[src/rtl/ext_bus_cs_seq.sv]
module ext_bus_cs_seq #(
  parameter int ADDR_W = 20,
  parameter int AREAS  = 4
) (
  input  logic                       clk,
  input  logic                       rst_n,
  input  logic                       req_valid,
  input  logic                       req_ext,
  input  logic [$clog2(AREAS)-1:0]   req_area,
  input  logic [ADDR_W-1:0]          req_addr,
  output logic [ADDR_W-1:0]          ext_addr,
  output logic [AREAS-1:0]           cs_n,
  output logic                       rd_n
);
  localparam int IW = $clog2(AREAS);

  logic ext_go, int_go;
  logic [AREAS-1:0] sel_n;

  assign ext_go = req_valid && req_ext;
  assign int_go = req_valid && !req_ext;

  always_comb begin
    sel_n = '1;
    for (int k = 0; k < AREAS; k++)
      if (req_area == IW'(k)) sel_n[k] = 1'b0;
  end

  always_ff @(posedge clk) begin
    if (!rst_n) begin
      ext_addr <= '0;
      cs_n     <= '1;
      rd_n     <= 1'b1;
    end else begin
      rd_n <= !ext_go;
      if (ext_go) begin
        ext_addr <= req_addr;
        cs_n     <= sel_n;
      end else if (int_go) begin
        cs_n <= '1;
      end
    end
  end


  cs_onehot_chk: assert property (@(posedge clk) disable iff (!rst_n)
    $onehot0(~cs_n));


  ext_load_chk: assert property (@(posedge clk) disable iff (!rst_n)
    ext_go |=> (ext_addr == $past(req_addr)) && !rd_n && $countones(~cs_n) == 1);


  int_release_chk: assert property (@(posedge clk) disable iff (!rst_n)
    int_go |=> (&cs_n) && rd_n && $stable(ext_addr));


  idle_hold_chk: assert property (@(posedge clk) disable iff (!rst_n)
    !req_valid |=> $stable(cs_n) && $stable(ext_addr) && rd_n);


  same_area_chk: assert property (@(posedge clk) disable iff (!rst_n)
    (ext_go && !cs_n[req_area]) |=> $stable(cs_n));
endmodule

[config.mk]
export PLATFORM = sky130hd
export DESIGN_NAME = ext_bus_cs_seq
export DESIGN_NICKNAME = d
export VERILOG_FILES = /design/src/rtl/ext_bus_cs_seq.sv
export SDC_FILE = /design/constraint.sdc
export NUM_CORES = 1
export LEC_CHECK = 0
export CORE_MARGIN = 2
export CORE_UTILIZATION = 40
export DETAILED_ROUTE_END_ITERATION = 8
export GPL_TIMING_DRIVEN = 0
export HOLD_SLACK_MARGIN = 0.02
export PLACE_DENSITY = 0.78
export SYNTH_ARGS = -nofsm -noshare
export SYNTH_HDL_FRONTEND = slang
export SYNTH_SLANG_ARGS = --single-unit
[constraint.sdc]
create_clock -name clk -period 0.8 [get_ports clk]
set_input_delay 0.12 -clock clk [delete_from_list [all_inputs] [get_ports clk]]
set_output_delay 0.12 -clock clk [all_outputs]
set_load 0.02 [all_outputs]
-- After elaboration in Yosys (flattened, before gate mapping)
Cells that the tools add are included.
- flip-flop bits (word level): 25
- output and inout port bits: 25
- word-level logic and storage cells: 18
- bits of input ports: 26
- equality and inequality tests: 3
- mux-type cells: 6
- reductions and logical operators: 6
- operators by type and width (operator ; count):
    4-bit 2-to-1 mux ; 2
    2-bit == test, second input constant ; 2
    1-bit 2-to-1 mux ; 4
    2-bit by 1-bit == test with 1-bit output, second input constant ; 1
    1-bit logical AND ; 2
    1-bit zero test ; 2
    2-bit zero test ; 1
    2-bit nonzero test ; 1

-- Longest topological paths before layout
- word-level depth: 4
- depth in mapped cells: 4
- depth with buffers taken out: 2

-- Least setup slack after synthesis
No wires, ideal clock.
- path kind: reg2reg
- start: reg ext_addr[5] (netlist name)
- end: reg ext_addr[5]
- data required time: 0.742 ns
- arrival: 0.714 ns
- buffers on the path: 0
- slack: 0.028 ns
- period minus slack after synthesis: 0.772 ns
- stages on the path, launching flop included: 3
- library setup time: 0.058 ns
- path through: dfxtp_1 > a21boi_0 > o21a_1
- RTL lines (element ; line ; source):
    to (signal assigned) ; 37 ; ext_addr <= req_addr;
    to (decl) ; 11 ; output logic [ADDR_W-1:0] ext_addr,

-- Worst setup path in the final report
- start: reg ext_addr[9]
- end: out ext_addr[9]
No word-level cell between the ends.

==> flow_summary.yaml <==
clock_tree:
  cts.clk_slew.worst_paths_ns: 0.13
  clock_root_cell: "clkbuf_4"
  tritoncts: "built"
  cts_made_buffers: 3
  ctsLongestPathBuffers: 2
  cts_hold_buf: 0
  worstSkewPairLatency_ns: 0.31
  cts.sink_count: 25
  htreeDepth: 1
  post-cts-setup-buffers: 0
critical_path:
  crit_type: "flop to output pin"
  critical_path.cell_chain: "buf_6"
  setup.worst_path.start: "ext_addr[9]$_SDFFE_PN0P_"
  cpLargestDelayFamily: "flip-flops"
  setup.worst_path.start_class: "flop"
  timing.critical_path.fanout_max: 2
  cp_data_arrival_time_ns: 0.79
  critPathMaxStageDelay_ns: 0.37
  worst_r2r_startpoint: "ext_addr[19]$_SDFFE_PN0P_"
  cp_slowest_cell: "dfxtp_2"
  cp_num_buf_inv: 1
  cp.required_ns: 0.68
  critPathCaptureType: "output pin"
timing:
  number_of_hold_violations_in_the_final_report: 0
  slew_worst_pin_ns: 0.347
  final_max_slew_viol_count: 0
  slew-limit-headroom_pct: 76.8
  final.setup.tns_ns: -2.58
  rsz0062_at_grt: "yes"
  setup_violations: 25
  layout_worst_path_cycle_share_pct: 114
  achievable_freq_mhz: 1090
  min_period_ns: 0.914
  fin_ws_ns: -0.114
  fin_worst_skew_ns: 0
synthesis:
  synth_async_sr_flop_share_pct: 0
  synth.yosys.seq_area_share_pct: 45.7
  post_synth_edffs: 0
  synth_fa_ha_area_share_pct: 0
  ys_flop_type: "dfxtp_1"
  synthXorXnorAreaFrac_pct: 0
  mapped_area_um2: 1100
  ys_types: 19
  mappedNetlistNets: 136
  syn-instance-count: 110
  flip_flop_and_latch_count_after_synthesis: 25
  post_synth_mux_area_share_pct: 0
  synth_top_family_by_area: "compound AO/OA/AOI/OAI gates"
  syn_avg_cell_area_um2: 9.96
  synth_simple_gate_area_share_pct: 17.4
  ys.warnings.count: 0
  synth_compound_area_share_pct: 29.2
power:
  power.density_nw_per_um2: 1420
  ir_drop_mv: 1.55
  power_after_layout_mw: 2.41
  total_leakage_power_nw: 0.749
final_layout:
  drive_above_1_share_pct: 41.4
  syn2layout_area_growth_pct: 55.3
  postLayoutCellArea_um2: 1700
  layout_commonest_cell: "buf_6"
  layout.cells.non_filler: 192
  layout.cells.most_common_list: "29 x buf_6, 25 x dfxtp_2, 22 x clkdlybuf4s50_1, 20 x o21a_1, 19 x and3_1"
  nNetsFinal: 189
  n_diodes: 0
run_status:
  run_status: "finished, violations left"
  failing_checks: "setup timing"
detailed_routing:
  drt-pass1-iter-count: 3
  detail_route.drc_violations: 0
  detail_route.wirelength_um: 2650
  dr.first_iter.drc_count: 10
  wire_per_inst_um: 13.8
  post_drt_via_cell_ratio: 5.16
  wl_met3_um: 154
  sum_of_routed_wire_segments_on_met1_um: 1180
  top_layer_used: "met4"
  route.antenna.remaining_nets: 0
  dr_wl_met2_um: 1300
  total_number_of_vias: 990
min_path:
  hp-class: "primary input to flop"
  min_from: "rst_n"
global_route:
  grt_use_total_pct: 17.9
  first_global_vias: 1012
  number_of_antenna_violations_at_the_first_check_in_global_routing: 0
  grt_pass1_wl_um: 4550
  gr-total-overflow: 0
  grt_max_degree: 14
floorplan:
  floorplan.initialDensity_pct: 43.1
  die_x_um: 56.3
  core_area_um2: 2540
  ioPinCount: 51
  placement_rows: 18
  die_y_um: 56.3
  die_area_um2: 3170
place:
  routabilityCongestion: 0.677
  dpl-instance-area_um2: 1610
  hpwl_um: 1960
  numPortBuffers: 48
  placedCellCount: 188
job:
  cap_violations: 0
## metrics by stage
| step | worst slack (ns) | hold slack, ns | utilization (%) |
|---|---|---|---|
| CTS | -0.122 | 0.118 | 66.9 |
| floorplan | 0.0281 | 0.321 | - |
| global placement | -0.572 | 0.464 | 63.4 |
| finish | -0.114 | 0.131 | 66.9 |
| global route | -0.166 | 0.121 | 66.9 |
| detailed placement | -0.606 | 0.479 | 63.4 |
## routing by layer
layer  global-route usage (%)  up-vias
li1                         -      500
met1                     21.7      462
met2                     30.9       26
met5                        0        -
met3                     5.99        2
met4                     3.06        0
## state kept, by name, summed over array words and instances, names as in the netlist
name / count
cs_n: 4
ext_addr: 20
rd_n: 1
## repair_timing
item / CTS / global route
gates cloned: 0 / 0
gates resized for setup: 176 / 2
setup endpoints to repair: 50 / 27
hold endpoints to repair: 0 / 0
pin swaps: 0 / 0
## synth_stat cells, types with 2 or more instances
cell type | instances | share of area [%]
and3_1 | 19 | 11
o21ai_0 | 3 | 1.4
dfxtp_1 | 25 | 46
buf_6 | 4 | 4.1
a21boi_1 | 4 | 2.7
buf_2 | 4 | 1.8
a21boi_0 | 16 | 11
nor2_1 | 4 | 1.4
o21a_1 | 20 | 14
clkbuf_1 | 2 | 0.69
## worst register-to-register path: stages (launching register included)
cell and delay [ns]:
dfxtp_2 0.35, a21boi_1 0.13, o21a_1 0.17
## final timing paths
check             depth (start not counted)  slack (ns)                   endpoint
setup / recovery                          1       -0.11                ext_addr[9]
hold / removal                            2        0.13   ext_addr[6]$_SDFFE_PN0P_
setup reg to reg                          2        0.06  ext_addr[19]$_SDFFE_PN0P_
hold reg to reg                           2        0.52       cs_n[2]$_SDFFE_PN1P_
## cell type report
| type | instances | area, um2 |
|---|---|---|
| Buffer | 12 | 85.1 |
| Clock buffer | 4 | 26.3 |
| Fill cell | 232 | 843 |
| Multi-Input combinational cell | 73 | 510 |
| Sequential cell | 25 | 532 |
| Tap cell | 30 | 37.5 |
| Timing Repair Buffer | 48 | 510 |
## kinds of logic (layout without fill, tap and decap cells)
logic type,count (synthesis),in the layout
AND/OR/NAND/NOR,29,29
buffers and inverters,12,64
flip-flops,25,25
AO/OA/AOI/OAI,44,44
## power breakdown
part | switching [mW] | internal [mW]
registers | 0.0343 | 1.31
logic | 0.214 | 0.299
clock network | 0.363 | 0.195
No activity file was read; power rests on OpenSTA's default activity.
